File: src/rtl/pwmclk_pkg.sv
package pwmclk_pkg;

    localparam int NUM_TAPS = 11;
    localparam int NUM_SRC  = NUM_TAPS + 2;
    localparam int SEL_W    = 4;
    localparam int DIV_W    = 8;
    localparam int CNT_W    = NUM_TAPS - 1;
    localparam int SRC_A    = NUM_TAPS;
    localparam int SRC_B    = NUM_TAPS + 1;

    typedef logic [NUM_TAPS-1:0] tap_vec_t;
    typedef logic [NUM_SRC-1:0]  src_vec_t;

    typedef struct packed {
        logic [SEL_W-1:0] presel;
        logic [DIV_W-1:0] factor;
    } div_cfg_t;

    // Picks one tap by code; codes beyond the last tap give 0.
    function automatic logic tap_pick(input tap_vec_t taps, input logic [SEL_W-1:0] code);
        logic r;
        r = 1'b0;
        for (int i = 0; i < NUM_TAPS; i++) begin
            if (code == SEL_W'(i)) r = taps[i];
        end
        return r;
    endfunction

    // Picks one timebase by code; codes beyond the last source give 0.
    function automatic logic src_pick(input src_vec_t srcs, input logic [SEL_W-1:0] code);
        logic r;
        r = 1'b0;
        for (int i = 0; i < NUM_SRC; i++) begin
            if (code == SEL_W'(i)) r = srcs[i];
        end
        return r;
    endfunction

endpackage

File: src/rtl/pwmclk_prescaler.sv
module pwmclk_prescaler
    import pwmclk_pkg::*;
(
    input  logic     clk,
    input  logic     rst,
    input  logic     run_i,
    output tap_vec_t taps_o
);

    logic [CNT_W-1:0] cnt_q;

    always_ff @(posedge clk) begin
        if (rst || !run_i) cnt_q <= '0;
        else               cnt_q <= cnt_q + 1'b1;
    end

    assign taps_o[0] = run_i;

    genvar k;
    generate
        for (k = 1; k < NUM_TAPS; k++) begin : g_tap
            assign taps_o[k] = run_i && (&cnt_q[k-1:0]);
        end
    endgenerate

endmodule

File: src/rtl/pwmclk_lindiv.sv
module pwmclk_lindiv
    import pwmclk_pkg::*;
(
    input  logic     clk,
    input  logic     rst,
    input  logic     run_i,
    input  tap_vec_t taps_i,
    input  div_cfg_t cfg_i,
    output logic     stb_o
);

    div_cfg_t         cfg_q;
    logic [DIV_W-1:0] cnt_q;
    logic             cfg_changed;
    logic             tick;
    logic             active;
    logic             terminal;

    always_comb begin
        cfg_changed = (cfg_i != cfg_q);
        tick        = tap_pick(taps_i, cfg_i.presel);
        active      = run_i && (cfg_i.factor != '0) && !cfg_changed;
        terminal    = (cnt_q == cfg_i.factor - DIV_W'(1));
        stb_o       = active && tick && terminal;
    end

    always_ff @(posedge clk) begin
        cfg_q <= cfg_i;
        if (rst || !run_i || cfg_changed) begin
            cnt_q <= '0;
        end else if (active && tick) begin
            cnt_q <= terminal ? '0 : cnt_q + DIV_W'(1);
        end
    end

endmodule

File: src/rtl/pwmclk_chansel.sv
module pwmclk_chansel
    import pwmclk_pkg::*;
#(
    parameter int NUM_CHAN = 4
) (
    input  src_vec_t                  srcs_i,
    input  logic [NUM_CHAN*SEL_W-1:0] sel_i,
    output logic [NUM_CHAN-1:0]       stb_o
);

    genvar c;
    generate
        for (c = 0; c < NUM_CHAN; c++) begin : g_chan
            assign stb_o[c] = src_pick(srcs_i, sel_i[c*SEL_W +: SEL_W]);
        end
    endgenerate

endmodule

File: src/rtl/pwm_clkgen.sv
module pwm_clkgen
    import pwmclk_pkg::*;
#(
    parameter int NUM_CHAN = 4
) (
    input  logic                      clk,
    input  logic                      rst,
    input  logic                      enable,
    input  logic [SEL_W-1:0]          div_a_presel,
    input  logic [DIV_W-1:0]          div_a_factor,
    input  logic [SEL_W-1:0]          div_b_presel,
    input  logic [DIV_W-1:0]          div_b_factor,
    input  logic [NUM_CHAN*SEL_W-1:0] chan_sel,
    output logic [NUM_TAPS-1:0]       tap_stb,
    output logic                      clka_stb,
    output logic                      clkb_stb,
    output logic [NUM_CHAN-1:0]       chan_stb
);

    logic     run;
    tap_vec_t taps;
    div_cfg_t cfg_a;
    div_cfg_t cfg_b;
    src_vec_t srcs;

    assign run   = enable && !rst;
    assign cfg_a = '{presel: div_a_presel, factor: div_a_factor};
    assign cfg_b = '{presel: div_b_presel, factor: div_b_factor};

    pwmclk_prescaler u_pre (
        .clk    (clk),
        .rst    (rst),
        .run_i  (run),
        .taps_o (taps)
    );

    pwmclk_lindiv u_div_a (
        .clk    (clk),
        .rst    (rst),
        .run_i  (run),
        .taps_i (taps),
        .cfg_i  (cfg_a),
        .stb_o  (clka_stb)
    );

    pwmclk_lindiv u_div_b (
        .clk    (clk),
        .rst    (rst),
        .run_i  (run),
        .taps_i (taps),
        .cfg_i  (cfg_b),
        .stb_o  (clkb_stb)
    );

    assign srcs = {clkb_stb, clka_stb, taps};

    pwmclk_chansel #(.NUM_CHAN(NUM_CHAN)) u_sel (
        .srcs_i (srcs),
        .sel_i  (chan_sel),
        .stb_o  (chan_stb)
    );

    assign tap_stb = taps;

endmodule

File: config.mk
export PLATFORM = sky130hd
export DESIGN_NAME = pwm_clkgen
export DESIGN_NICKNAME = d
export VERILOG_FILES = /design/src/rtl/pwmclk_pkg.sv /design/src/rtl/pwmclk_prescaler.sv /design/src/rtl/pwmclk_lindiv.sv /design/src/rtl/pwmclk_chansel.sv /design/src/rtl/pwm_clkgen.sv
export SDC_FILE = /design/constraint.sdc
export NUM_CORES = 1
export LEC_CHECK = 0
export CAP_MARGIN = 20
export CORE_ASPECT_RATIO = 0.7
export CORE_UTILIZATION = 35
export CTS_CLUSTER_SIZE = 40
export DETAILED_ROUTE_END_ITERATION = 16
export GPL_ROUTABILITY_DRIVEN = 0
export PLACE_DENSITY = 0.63
export SETUP_SLACK_MARGIN = 0.02
export SYNTH_ARGS = -nofsm -noshare
export SYNTH_HDL_FRONTEND = slang
export SYNTH_SLANG_ARGS = --single-unit
File: constraint.sdc
create_clock -name clk -period 3.2 [get_ports clk]
set_input_delay 0.64 -clock clk [delete_from_list [all_inputs] [get_ports clk]]
set_output_delay 0.64 -clock clk [all_outputs]
set_load 0.02 [all_outputs]
---- After elaboration in Yosys (flattened, before gate mapping) ----
Index checks and enable logic that the tools add are counted.
operators by class
  $add $sub $neg .......................... 5
  reduce and logical (&&, ||, !) cells .... 43
  multiplexer cells ....................... 76
  equality and inequality tests ........... 72
operators by type and width
  operator                 number
  $eq A4 B4 Y1 const B     26
  $eq A4 B3 Y1 const B     24
  $mux W1                  74
  $eq A4 B2 Y1 const B     12
  $eq A4 B1 Y1 const B     6
  $logic_not A4 Y1         6
  $ne A12 B12 Y1           2
  $logic_and A1 B1 Y1      19
  $add A8 B1 Y8 const B    2
  $eq A8 B8 Y1             2
  $mux W8                  2
  $reduce_bool A8 Y1       2
  $sub A8 B1 Y8 const B    2
  $add A10 B1 Y10 const B  1
  $reduce_and A10 Y1       1
  $reduce_and A9 Y1        1
  $reduce_and A8 Y1        1
  $reduce_and A7 Y1        1
  $reduce_and A6 Y1        1
  $reduce_and A5 Y1        1
  $logic_not A1 Y1         4
  $reduce_and A4 Y1        1
  $logic_or A1 B1 Y1       3
  $reduce_and A3 Y1        1
  $reduce_and A2 Y1        1
storage, ports and cells
  input port bits ......................... 43
  word-level logic and storage cells ...... 203
  output and inout bits ................... 17
  flip-flop bits (word level) ............. 50

---- Longest topological paths before layout ----
  depth after elaboration ................. 17
  gate-level depth with buffers ........... 14
  mapped depth without buffers ............ 12

---- Cells and area by module ----
A second synthesis with hierarchy kept.
unflattened totals
  cell total of the unflattened synthesis .. 339
  area total of the unflattened synthesis .. 3266.9 um2
by module, submodules not included
  module            area each (um2)  times used  cells an instance  sequential area each (um2)
  pwmclk_lindiv     1148.6           2           120                400.4
  pwmclk_prescaler  498.0            1           58                 200.2
  pwmclk_chansel    457.9            1           40                 0.0
  pwm_clkgen        13.8             1           1                  0.0

---- Least setup slack after synthesis ----
OpenSTA, ideal clock, no wires.
  path kind ............................... register to output
  from .................................... register u_pre.cnt_q[0]
  to ...................................... output port chan_stb[0]
  path buffers ............................ 1
  required time ........................... 2.560 ns
  cell stages (with the launch flop) ...... 14
  slack ................................... -0.630 ns
  arrival time ............................ 3.190 ns
  cells stage by stage .................... dfxtp_1 > ha_1 > nand3_4 > buf_6 > inv_1 > ha_1 > nand2_1 > inv_1 > o21ai_0 > a21oi_1 > o21ai_1 > a211oi_1 > a21oi_1 > a211oi_1
on the way
  elaborated cells on any way between the ends .. 55
  classes of those cells .................. mux (32); reduce/logical (23)
RTL lines
  item                               RTL line                source
  start: declaration                 pwmclk_prescaler.sv:10  logic [CNT_W-1:0] cnt_q;
  start signal: assignment           pwmclk_prescaler.sv:14  else cnt_q <= cnt_q + 1'b1;
  $reduce_and A5 Y1                  pwmclk_prescaler.sv:22  assign taps_o[k] = run_i && (&cnt_q[k-1:0]);
  $logic_and A1 B1 Y1                pwmclk_prescaler.sv:22
  net tap_stb[5]                     pwm_clkgen.sv:14        output logic [NUM_TAPS-1:0] tap_stb,
  $mux W1 (6 in series)              pwmclk_pkg.sv:24        if (code == SEL_W'(i)) r = taps[i];
  $logic_and A1 B1 Y1 (2 in series)  pwmclk_lindiv.sv:24     stb_o = active && tick && terminal;
  net clka_stb                       pwm_clkgen.sv:15        output logic clka_stb,
  $mux W1 (2 in series)              pwmclk_pkg.sv:34        if (code == SEL_W'(i)) r = srcs[i];
  end: declaration                   pwm_clkgen.sv:17        output logic [NUM_CHAN-1:0] chan_stb
The timed path passes the listed nets, and every way through them passes these cells.

---- Worst setup path in the final report ----
  from .................................... input port div_b_factor[2]
  to ...................................... output port chan_stb[1]
on the way
  word-level cells in the longest chain between the ends .. 6
  elaborated cells on any way between the ends .. 10
  classes of those cells .................. add/sub (1); eq/ne (2); mux (1); reduce/logical (6)
RTL lines
  item                                                   RTL line             source
  start: declaration                                     pwm_clkgen.sv:12     input logic [DIV_W-1:0] div_b_factor,
  branches (longest 4 deep; another with $sub A8 B1 Y8)  n/a
  $logic_and A1 B1 Y1 (*)                                pwmclk_lindiv.sv:24
  $mux W1 (*)                                            pwmclk_pkg.sv:34
Every way passes the cells marked *.

==> impl_metrics.json <==
{
  "status": "complete, but fails checks",
  "failed_checks": "setup timing",
  "max_cap_violations": 0,
  "root_buffer": "clkbuf_16",
  "cts_htree_levels": 2,
  "fin_worst_skew_ns": 0.00747,
  "cp_data_arrival_time_ns": 2.88,
  "criticalPathCategory": "in -> out",
  "fillCellCount": 794,
  "reg2reg_slack_ns": 0.12,
  "hold_path_class": "in -> reg",
  "clock.fmax_mhz": 284,
  "rr_startpoint": "u_pre.cnt_q[1]$_SDFF_PP0_",
  "design.core.area_um2": 9330,
  "synth_nets": 479,
  "hold_violations": 0,
  "dieArea_um2": 10300,
  "maxSlewViolCount": 0,
  "die_x_um": 121,
  "power_leakage_nw": 2.23,
  "clk_path_buf_depth": 2,
  "synth_area_um2": 3470,
  "final_common_cell": "buf_4",
  "grt_remaining_overflow": 0,
  "setup.worst_path.start": "div_b_factor[2]",
  "cts_tree": "done",
  "crit_required_ns": 2.56,
  "clkLatencyLatePin_ns": 0.29,
  "rows": 29,
  "fin_nets": 652,
  "syn-instance-count": 428,
  "drt-total-wl_mm": 11.9,
  "period_share": 1.10,
  "diodes": 0,
  "final_cell_mix": "buf_4 (122), dfxtp_1 (48), nor2_1 (34), xnor2_1 (30), clkdlybuf4s50_1 (28)",
  "reg2reg_depth": 14,
  "start_kind": "primary input",
  "ir_worst_vdd_mv": 0.308,
  "hpwl_mm": 9.07,
  "ys_ff_latch": 50,
  "clk_pin_slew_ns": 0.07,
  "drtPass1Iterations": 5,
  "reg2reg_to": "u_div_b.cnt_q[5]$_SDFFE_PP0P_",
  "layout-drive-gt1-share": 0.360,
  "syn_to_final_growth_pct": 60.2,
  "grt_pass1_wl_mm": 18.5,
  "synth_edf_count": 0,
  "cts.sinks": 50,
  "num_io_pins": 60,
  "grt_pass1_vias": 3758,
  "grt_max_degree": 18,
  "fin_util": 0.596,
  "worst_slack_ns": -0.322,
  "preCtsSetupSlack_ns": -1.22,
  "via_per_inst": 5.44,
  "synth.distinct_cells": 65,
  "ys_async_sr_fraction": 0,
  "tightest_slew_ns": 0.447,
  "vias": 3953,
  "post_drt_wl_per_cell_um": 16.4,
  "cts-buffers-inserted": 5,
  "period_minus_slack_ns": 3.52,
  "worstSetupEndpoint": "chan_stb[1]",
  "synth_warnings": 0,
  "cp_max_fo": 4,
  "drt_iter0_markers": 292,
  "slew_headroom": 0.700,
  "antenna_found_initial": 0,
  "setup_viol": 5,
  "numPortBuffers": 59,
  "die_h_um": 85.3,
  "yosysSeqAreaShare": 0.288,
  "powerDensity_nw_per_um2": 292,
  "grt_setup_unrepaired": "yes",
  "avgSynthCellArea_um2": 8.11,
  "synthFlopType": "dfxtp_1",
  "cp-end-kind": "primary output",
  "ant_nets": 0,
  "timing.hold.ws_ns": 0.497,
  "hold_buffers": 0,
  "initial_core_util": 0.372,
  "drc": 0,
  "p_total_mw": 1.62,
  "grt_use_total": 0.227
}
==> cell type report <==
type / instances / area (um2) / share of cell area
well taps: 124 / 155 / 0.0279
clock buffers: 5 / 125 / 0.0225
multi-input cells: 339 / 2620 / 0.471
clock inverters: 3 / 48.8 / 0.00878
repair buffers: 186 / 1540 / 0.277
inverters: 19 / 71.3 / 0.0128
flip-flops and latches: 50 / 1000 / 0.180
==> sequential cells by signal, summed over array words and instances, names as in the netlist <==
register / count
u_div_a.cfg_q: 12
u_div_a.cnt_q: 8
u_div_b.cfg_q: 12
u_div_b.cnt_q: 8
u_pre.cnt_q: 10
==> routing by layer <==
metal | global-route usage | routed length, um
met2 | 0.336 | 4930
met5 | 0 | 0
met1 | 0.339 | 6060
met4 | 0.0617 | 229
met3 | 0.0302 | 690
==> repair_timing <==
action / CTS / global route
gates resized for setup: 109 / 35
buffers inserted: 8 / 4
endpoints found under the setup margin: 12 / 11
pin swaps: 28 / 13
==> how the worst min path moves through the flow <==
stage / end / from / cells after the start / slack (ns)
CTS: u_div_a.cnt_q[7]$_SDFFE_PP0P_ / u_div_a.cnt_q[7]$_SDFFE_PP0P_ / 2 / 0.50
finish: u_div_b.cfg_q[4]$_DFF_P_ / div_b_factor[4] / 1 / 0.50
floorplan: u_div_b.cnt_q[7]$_SDFFE_PP0P_ / u_div_b.cnt_q[7]$_SDFFE_PP0P_ / 2 / 0.46
global route: u_div_b.cfg_q[4]$_DFF_P_ / div_b_factor[4] / 1 / 0.50
detailed placement: u_div_a.cnt_q[7]$_SDFFE_PP0P_ / u_div_a.cnt_q[7]$_SDFFE_PP0P_ / 2 / 0.48
global placement: u_div_a.cnt_q[7]$_SDFFE_PP0P_ / u_div_a.cnt_q[7]$_SDFFE_PP0P_ / 2 / 0.48
==> synth_stat cells, types with 6 or more instances <==
master     n  area [um2]
nor2_1    37         139
a21oi_1   28         140
nor2b_1    7        43.8
o31ai_1    6        45.0
ha_1       8         100
inv_1     19        71.3
a211oi_1   6        45.0
dfxtp_1   50        1000
nand2b_1   6        37.5
clkbuf_1  13        48.8
or4_1      8        60.1
nand4_1   12        75.1
mux2i_1    7        70.1
nand2_1   20        75.1
o21ai_0   23         115
and2_1     7        43.8
or3_1      8        50.1
nand3_1   20         100
xor2_1    16         140
nor4_1     8        50.1
xnor2_1   34         298
==> cells by family (layout without fill, tap and decap cells) <==
| group | Yosys count | in the layout | share of synthesized area |
|---|---|---|---|
| AO/OA/AOI/OAI | 101 | 101 | 0.189 |
| AND/OR/NAND/NOR | 172 | 172 | 0.293 |
| multiplexers | 8 | 8 | 0.0234 |
| adder cells (fa/ha/maj) | 8 | 8 | 0.0288 |
| buffers and inverters | 39 | 213 | 0.0505 |
| XOR/XNOR | 50 | 50 | 0.126 |
| flip-flops | 50 | 50 | 0.288 |
==> worst max-delay path, cell delays in order <==
cell and delay, ns:
buf_8 0.09, or3_4 0.40, xnor2_1 0.13, or4_1 0.48, a2111o_1 0.35, or2_4 0.29, buf_6 0.14, a22oi_2 0.21
buf_6 0.15
==> metrics by stage <==
step	cells	setup TNS (ns)	instance area [um2]
floorplan	428	-0.159	3550
global placement	707	-7.59	5070
detailed placement	707	-8.44	5070
CTS	722	-1.26	5410
global route	726	-1.75	5560
finish	726	-1.48	5560
==> power by group <==
part,switching (mW),internal [mW]
Combinational,0.169,0.176
Clock,0.254,0.375
Sequential,0.00887,0.639
Total,0.432,1.19
No activity file was read; power rests on OpenSTA's default activity.
